File: config.mk
export PLATFORM = sky130hd
export DESIGN_NAME = dclk_seq
export DESIGN_NICKNAME = d
export VERILOG_FILES = /design/src/rtl/dclk_pkg.sv /design/src/rtl/dclk_decode.sv /design/src/rtl/dclk_timeout.sv /design/src/rtl/dclk_ctl_image.sv /design/src/rtl/dclk_seq.sv
export SDC_FILE = /design/constraint.sdc
export NUM_CORES = 1
export LEC_CHECK = 0
export CELL_PAD_IN_SITES_DETAIL_PLACEMENT = 0
export CELL_PAD_IN_SITES_GLOBAL_PLACEMENT = 2
export CORE_MARGIN = 2
export CORE_UTILIZATION = 31
export DETAILED_ROUTE_END_ITERATION = 10
export PLACE_DENSITY_LB_ADDON = 0.15
export SYNTH_ARGS = -nofsm -noshare
export SYNTH_HDL_FRONTEND = slang
export SYNTH_SLANG_ARGS = --single-unit
File: constraint.sdc
create_clock -name clk -period 9.4 [get_ports clk]
set_input_delay 0.94 -clock clk [delete_from_list [all_inputs] [get_ports clk]]
set_output_delay 0.94 -clock clk [all_outputs]
set_load 0.02 [all_outputs]
File: src/rtl/dclk_pkg.sv
`timescale 1ns/1ps
package dclk_pkg;
    localparam int KHZ_W   = 20;
    localparam int FIELD_W = 11;
    localparam int RATIO_W = 8;
    localparam int CTL_W   = 32;
    localparam int DIV_LSB = 22;
    localparam int PRE_BIT = 16;

    localparam logic [7:0]       MBX_CMD_FREQ    = 8'h17;
    localparam logic [31:0]      MBX_NOTIFY_DATA = 32'h8000_0000;
    localparam logic [KHZ_W-1:0] KHZ_BYPASS      = 20'd19200;
    localparam logic [KHZ_W-1:0] KHZ_TOP         = 20'd624000;
    localparam logic [KHZ_W-1:0] KHZ_PRECHARGE   = 20'd500000;
    localparam logic [RATIO_W-1:0] RATIO_BASE    = 8'd60;
    localparam logic [RATIO_W-1:0] RATIO_HIGH    = 8'd65;

    typedef enum logic [1:0] {
        DIV_1   = 2'd0,
        DIV_1P5 = 2'd1,
        DIV_2   = 2'd2,
        DIV_4   = 2'd3
    } div_sel_e;

    typedef enum logic [2:0] {
        ERR_NONE      = 3'd0,
        ERR_BAD_FREQ  = 3'd1,
        ERR_NOTIFY    = 3'd2,
        ERR_UNLOCK_TO = 3'd3,
        ERR_LOCK_TO   = 3'd4,
        ERR_FINAL     = 3'd5
    } err_code_e;

    typedef enum logic [2:0] {
        ST_IDLE,
        ST_NOTIFY,
        ST_PLL_OFF,
        ST_RATIO,
        ST_PLL_ON,
        ST_CTL,
        ST_FINAL,
        ST_FIN
    } state_e;

    typedef struct packed {
        logic               valid;
        logic               bypass;
        logic [RATIO_W-1:0] ratio;
        div_sel_e           div;
        logic               precharge;
        logic [FIELD_W-1:0] field;
        logic [31:0]        final_data;
    } plan_t;

    function automatic logic [FIELD_W-1:0] khz_to_field(input logic [KHZ_W-1:0] khz);
        int v;
        v = (int'(32'(khz)) - 1000) / 500;
        return FIELD_W'(v);
    endfunction

    function automatic logic [KHZ_W-1:0] field_to_khz(input logic [FIELD_W-1:0] field);
        return KHZ_W'(32'(field) * 500 + 1000);
    endfunction

    function automatic logic [31:0] khz_to_units(input logic [KHZ_W-1:0] khz);
        return (32'(khz) + 32'd24999) / 32'd25000;
    endfunction
endpackage

File: src/rtl/dclk_decode.sv
`timescale 1ns/1ps
module dclk_decode
    import dclk_pkg::*;
(
    input  logic [KHZ_W-1:0] khz,
    output plan_t            plan
);
    always_comb begin
        plan            = '0;
        plan.field      = khz_to_field(khz);
        plan.final_data = khz_to_units(khz);
        plan.precharge  = (khz >= KHZ_PRECHARGE);
        case (khz)
            20'd144000: begin plan.valid = 1'b1; plan.ratio = RATIO_BASE; plan.div = DIV_4;   end
            20'd288000: begin plan.valid = 1'b1; plan.ratio = RATIO_BASE; plan.div = DIV_2;   end
            20'd384000: begin plan.valid = 1'b1; plan.ratio = RATIO_BASE; plan.div = DIV_1P5; end
            20'd576000: begin plan.valid = 1'b1; plan.ratio = RATIO_BASE; plan.div = DIV_1;   end
            KHZ_TOP:    begin plan.valid = 1'b1; plan.ratio = RATIO_HIGH; plan.div = DIV_1;   end
            KHZ_BYPASS: begin plan.valid = 1'b1; plan.bypass = 1'b1;      plan.div = DIV_1;   end
            default:    plan.valid = 1'b0;
        endcase
    end
endmodule

File: src/rtl/dclk_timeout.sv
`timescale 1ns/1ps
module dclk_timeout #(
    parameter int LIMIT = 40000
) (
    input  logic clk,
    input  logic rst,
    input  logic run,
    output logic expired
);
    localparam int CW = (LIMIT < 2) ? 1 : $clog2(LIMIT + 1);
    localparam logic [CW-1:0] LAST = CW'(LIMIT - 1);

    logic [CW-1:0] cnt_q;

    always_ff @(posedge clk) begin
        if (rst || !run) begin
            cnt_q <= '0;
        end else if (cnt_q != LAST) begin
            cnt_q <= cnt_q + 1'b1;
        end
    end

    assign expired = run && (cnt_q == LAST);
endmodule

File: src/rtl/dclk_ctl_image.sv
`timescale 1ns/1ps
module dclk_ctl_image
    import dclk_pkg::*;
(
    input  logic             clk,
    input  logic             rst,
    input  logic             we,
    input  plan_t            plan,
    output logic [CTL_W-1:0] img,
    output logic [KHZ_W-1:0] img_khz
);
    localparam logic [CTL_W-1:0] RESET_IMG = CTL_W'(khz_to_field(KHZ_BYPASS));
    localparam logic [CTL_W-1:0] KEEP_MASK =
        ~((CTL_W'(2'b11) << DIV_LSB) | (CTL_W'(1'b1) << PRE_BIT) | CTL_W'({FIELD_W{1'b1}}));

    logic [CTL_W-1:0] next_img;

    always_comb begin
        next_img = (img & KEEP_MASK)
                 | (CTL_W'(plan.div) << DIV_LSB)
                 | (CTL_W'(plan.precharge) << PRE_BIT)
                 | CTL_W'(plan.field);
    end

    always_ff @(posedge clk) begin
        if (rst) begin
            img <= RESET_IMG;
        end else if (we) begin
            img <= next_img;
        end
    end

    assign img_khz = field_to_khz(img[FIELD_W-1:0]);
endmodule

File: src/rtl/dclk_seq.sv
`timescale 1ns/1ps
module dclk_seq
    import dclk_pkg::*;
#(
    parameter int CLK_PERIOD_PS = 5000,
    parameter int LOCK_WAIT_NS  = 200000
) (
    input  logic               clk,
    input  logic               rst,
    input  logic               req_valid,
    input  logic [KHZ_W-1:0]   req_khz,
    output logic               busy,
    output logic               done,
    output logic               err,
    output logic [2:0]         err_code,
    output logic [KHZ_W-1:0]   cur_khz,
    output logic               mbx_req,
    output logic [7:0]         mbx_cmd,
    output logic [31:0]        mbx_data,
    input  logic               mbx_ack,
    input  logic               mbx_fail,
    output logic               pll_en,
    input  logic               pll_lock,
    output logic [RATIO_W-1:0] pll_ratio,
    output logic [CTL_W-1:0]   ctl_img
);
    localparam int WAIT_CYCLES = (LOCK_WAIT_NS * 1000 + CLK_PERIOD_PS - 1) / CLK_PERIOD_PS;

    state_e             st_q;
    plan_t              req_plan;
    plan_t              tgt_q;
    logic [KHZ_W-1:0]   tgt_khz_q;
    logic               need_off_q;
    err_code_e          err_q;
    logic               pll_en_q;
    logic [RATIO_W-1:0] ratio_q;
    logic [KHZ_W-1:0]   cur_q;
    logic [KHZ_W-1:0]   img_khz;
    logic               ctl_we;
    logic               wait_run;
    logic               wait_exp;

    dclk_decode u_dec (
        .khz  (req_khz),
        .plan (req_plan)
    );

    dclk_ctl_image u_img (
        .clk     (clk),
        .rst     (rst),
        .we      (ctl_we),
        .plan    (tgt_q),
        .img     (ctl_img),
        .img_khz (img_khz)
    );

    dclk_timeout #(.LIMIT(WAIT_CYCLES)) u_tmo (
        .clk     (clk),
        .rst     (rst),
        .run     (wait_run),
        .expired (wait_exp)
    );

    assign ctl_we   = (st_q == ST_CTL) && tgt_q.valid;
    assign wait_run = (st_q == ST_PLL_OFF) || (st_q == ST_PLL_ON);

    always_ff @(posedge clk) begin
        if (rst) begin
            st_q       <= ST_IDLE;
            tgt_q      <= '0;
            tgt_khz_q  <= KHZ_BYPASS;
            need_off_q <= 1'b0;
            err_q      <= ERR_NONE;
            pll_en_q   <= 1'b0;
            ratio_q    <= '0;
            cur_q      <= KHZ_BYPASS;
        end else begin
            case (st_q)
                ST_IDLE: begin
                    if (req_valid) begin
                        tgt_q      <= req_plan;
                        tgt_khz_q  <= req_khz;
                        need_off_q <= req_plan.bypass || (req_khz == KHZ_TOP) || (img_khz == KHZ_TOP);
                        if (req_plan.valid) begin
                            err_q <= ERR_NONE;
                            st_q  <= ST_NOTIFY;
                        end else begin
                            err_q <= ERR_BAD_FREQ;
                            st_q  <= ST_FIN;
                        end
                    end
                end
                ST_NOTIFY: begin
                    if (mbx_ack) begin
                        if (mbx_fail) begin
                            err_q <= ERR_NOTIFY;
                            st_q  <= ST_FIN;
                        end else if (need_off_q) begin
                            pll_en_q <= 1'b0;
                            st_q     <= ST_PLL_OFF;
                        end else begin
                            st_q <= ST_RATIO;
                        end
                    end
                end
                ST_PLL_OFF: begin
                    if (!pll_lock) begin
                        st_q <= tgt_q.bypass ? ST_FINAL : ST_RATIO;
                    end else if (wait_exp) begin
                        err_q <= ERR_UNLOCK_TO;
                        st_q  <= ST_FIN;
                    end
                end
                ST_RATIO: begin
                    ratio_q <= tgt_q.ratio;
                    st_q    <= ST_PLL_ON;
                end
                ST_PLL_ON: begin
                    pll_en_q <= 1'b1;
                    if (pll_en_q && pll_lock) begin
                        st_q <= ST_CTL;
                    end else if (wait_exp) begin
                        err_q <= ERR_LOCK_TO;
                        st_q  <= ST_FIN;
                    end
                end
                ST_CTL: begin
                    st_q <= ST_FINAL;
                end
                ST_FINAL: begin
                    if (mbx_ack) begin
                        if (mbx_fail) begin
                            err_q <= ERR_FINAL;
                        end else begin
                            cur_q <= tgt_khz_q;
                        end
                        st_q <= ST_FIN;
                    end
                end
                ST_FIN: begin
                    st_q <= ST_IDLE;
                end
                default: st_q <= ST_IDLE;
            endcase
        end
    end

    assign busy      = (st_q != ST_IDLE);
    assign done      = (st_q == ST_FIN);
    assign err       = done && (err_q != ERR_NONE);
    assign err_code  = err_q;
    assign cur_khz   = cur_q;
    assign mbx_req   = (st_q == ST_NOTIFY) || (st_q == ST_FINAL);
    assign mbx_cmd   = MBX_CMD_FREQ;
    assign mbx_data  = (st_q == ST_NOTIFY) ? MBX_NOTIFY_DATA : tgt_q.final_data;
    assign pll_en    = pll_en_q;
    assign pll_ratio = ratio_q;
endmodule

==> results by group <==
Worst setup path
  • Most used cell, CP: mux2_4
  • CP Max Fanout: 6
  • Worst R2R Setup Slack: 2910 ps
  • Critical Path AT: 9710 ps
  • Critical Path Max Stage Delay: 580 ps
  • CP required: 9590 ps
  • Kind of critical path: primary input to register
  • CP max-delay cell: or4_4
  • CP endpoint kind: register
  • CP top delay family: compound AO/OA/AOI/OAI gates
  • CP bufs+invs: 3
  • Startpoint types: primary input

Timing
  • Tcrit/Tclk final: 101%
  • Worst Slack Setup Final: -118 ps
  • RSZ-0062 raised after global routing: yes
  • Worst-Margin Slew: 969 ps
  • F_max: 105 MHz
  • Slew headroom: 35.0%
  • Final Slew Violations: 0
  • Setup violators final: 4
  • Hold Vio Cnt, Final: 0
  • Clock skew after layout: 6.90 ps
  • Worst Hold Slack: 455 ps
  • Fin crit period: 9520 ps

CTS
  • CTS buffer count: 9
  • CTS tree: yes
  • H-tree lvl count: 3
  • Clock buffer depth: 2
  • Clk slew on worst S/H paths: 70 ps
  • CTS Root Cell: clkbuf_16
  • Clock sink count: 105
  • Hold Buf Count CTS: 0
  • Clk Latency, worst-skew pair: 350 ps

Synthesis
  • Synth cell count leaders: 254 x nand2_1, 145 x nor2_1, 142 x a21oi_1
  • Post-synthesis cell area: 13100 sq um
  • Prevailing post-synth register cell: dfxtp_1
  • Synth warn: 0
  • Syn Inst Count: 1773
  • Most frequent cell after synthesis: nand2_1
  • Area leader, netlist: dfxtp_1
  • Mapped Avg Cell Area: 7.37 sq um
  • Async S/R FF share, synth: 0%
  • Post-synth EDFFs: 0
  • Share of the synthesized area in the top cell type: 16.1%
  • Sequential-to-total area share from yosys stat: 16.1%
  • FF+latch count, synth: 105
  • Largest cells by area after synthesis: dfxtp_1 16%, nand2_1 7.3%, a21oi_1 5.4%
  • Cell variety after synth: 118

Power and ir drop
  • Post-layout power: 3.87 mW
  • Internal: 2.13 mW
  • Worst IR Drop VDD: 0.115 mV
  • Leak: 7.53 nW
  • Clock power frac: 10.7%
  • Logic gate share of total power: 74.8%
  • Switching share of power: 45.0%
  • Sequential power share: 14.5%
  • Sw power: 1.74 mW
  • PwrDens: 214 nW/um^2

Detailed routing
  • Drt first pass iters: 5
  • DRC violations left: 0
  • DR iter-0 viols: 819
  • Routed vias: 14100
  • DR vias/cell: 5.21
  • Wire per inst: 16.4 microns
  • Post-route ant nets: 0
  • Final WL: 44500 microns

GRT
  • Largest net degree at the start of global routing: 91
  • Vias in the first global route: 13600
  • Total grt overflow: 0
  • GRT Total Usage: 20.0%
  • Initial antenna violation count: 1
  • First-pass GRT wire length: 72300 microns

Die
  • Die area: 43800 sq um
  • Height of the die: 209 microns
  • Width of the chip: 209 microns
  • Row cnt: 75
  • Initial Util: 31.3%
  • CORE AREA: 41800 sq um
  • Top-Level Pins: 134

Status
  • Status: finished, violations left
  • Failing checks: negative setup slack

Placed design
  • # port buffers: 81
  • Final weighted congestion in routability-driven placement: 0.912
  • Detail Placement HPWL: 35100 microns

Min path
  • HP Class: register to register

Finish
  • Share of cells above drive strength 1: 28.9%
  • Area growth syn-to-layout: 38.6%
  • Layout Nets: 2274

Run
  • Max cap viols: 0
cell usage in the layout (no fill, tap or decap), types with 10 or more instances in the layout:
cell type,synthesis,layout
fa_1,34,34
nand2_1,254,247
nor2b_1,17,17
and2_1,20,17
a211oi_1,20,16
o21a_1,12,12
dfxtp_1,105,105
o21ai_0,66,58
buf_4,59,378
nand4_1,23,23
nor3_1,51,45
xor2_1,48,46
a31oi_1,28,21
o21ai_1,14,12
a21o_1,15,15
nand3_1,55,50
conb_1,2,52
a21oi_1,142,132
o211ai_1,16,16
ha_1,50,48
a21oi_2,4,10
clkdlybuf4s50_1,0,64
nor2_1,145,134
inv_1,80,77
a211o_1,10,10
buf_6,1,18
mux2i_1,27,22
and3_1,19,16
o21bai_1,11,11
nand3b_1,16,16
nor2_2,1,10
xnor2_1,79,75
registers in the layout, indices dropped and copies added, names as in the netlist:
name and flops:
pll_ratio 2, tgt_khz_q 20, cur_khz 20, need_off_q 1, st_q 3, tgt_q 25
u_tmo.cnt_q 16, pll_en 1, u_img.img 14, err_code 3
logic make-up after synthesis:
kind of cell               Yosys count  synth area share (%)
adders and majority gates           90                  10.5
buffers and inverters              229                  8.44
other                                2                0.0575
DFF                                105                  16.1
AOI/OAI and AO/OA                  495                  27.4
and+or+nand+nor                    683                  25.4
xor gates and xnor gates           128                  8.64
muxes                               41                  3.55
power groups by stage:
stage | clock network [mW] | registers [mW] | logic [mW]
after global placement | 0 | 0.571 | 2.62
final | 0.413 | 0.562 | 2.89
after CTS | 0.430 | 0.562 | 2.73
after floorplan | 0 | 0.549 | 1.59
after detailed placement | 0 | 0.572 | 2.63
after global routing | 0.447 | 0.572 | 3.17
worst reg2reg max path: stages, from the launching register on:
cell	delay [ps]
dfxtp_1	550
inv_1	110
fa_1	540
inv_1	80
fa_1	500
inv_1	50
fa_1	530
inv_1	50
fa_1	450
ha_1	330
inv_1	90
nor2_1	50
nor2_1	160
o21bai_1	90
a21oi_1	230
o21bai_1	90
a21oi_1	230
o21bai_1	90
a21oi_1	230
nor2b_1	70
o21a_1	170
o21ai_0	220
nand2b_1	90
a21oi_1	180
xnor2_1	90
a2111oi_1	810
nor3_1	140
nor3_1	200
cell type report:
cell class	count	area [sq um]
antenna	1	2.50
clock buffer	11	243
clock inverter	5	85.1
fill	4228	23700
inverter	81	307
multi-input combinational	1490	10900
sequential	105	2100
tap	539	674
timing repair buffer	477	3830
path summary, 6_finish.rpt:
path	cells past startpoint	to	start
setup / recovery	38	tgt_q[34]	req_khz[13]
setup reg to reg	27	need_off_q	u_img.img[1]
hold reg to reg	2	cur_khz[2]	cur_khz[2]
hold / removal	2	cur_khz[2]	cur_khz[2]
through the flow:
stage                     setup TNS (ps)  setup slack [ps]  instance area [sq um]  utilization [%]  std cells
after global routing               -2600              -419                  18100             43.4       2709
after floorplan                     -466              -182                  13300                -       1823
final                               -390              -118                  18100             43.4       2709
after CTS                           -134             -52.5                  17700             42.5       2699
after global placement             -7670              -917                  16700             40.0       2648
after detailed placement           -9220             -1080                  16700             40.0       2648
routing by layer:
metal  global-route usage (%)  vias up  routed length (microns)
met5                        0        -                        0
met4                     3.82        0                      526
met3                     1.56       33                     1800
met2                     32.9      320                    20300
met1                     28.9     6700                    21800
li1                         -     7065                        -
repair_timing:
| item | in CTS | in global routing |
|---|---|---|
| endpoints found under the setup margin | 11 | 13 |
| gates cloned | 1 | 0 |
| gates resized for setup | 165 | 62 |
| buffers inserted | 35 | 9 |
| pin swaps | 69 | 29 |
(Power assumes the default switching activity.)
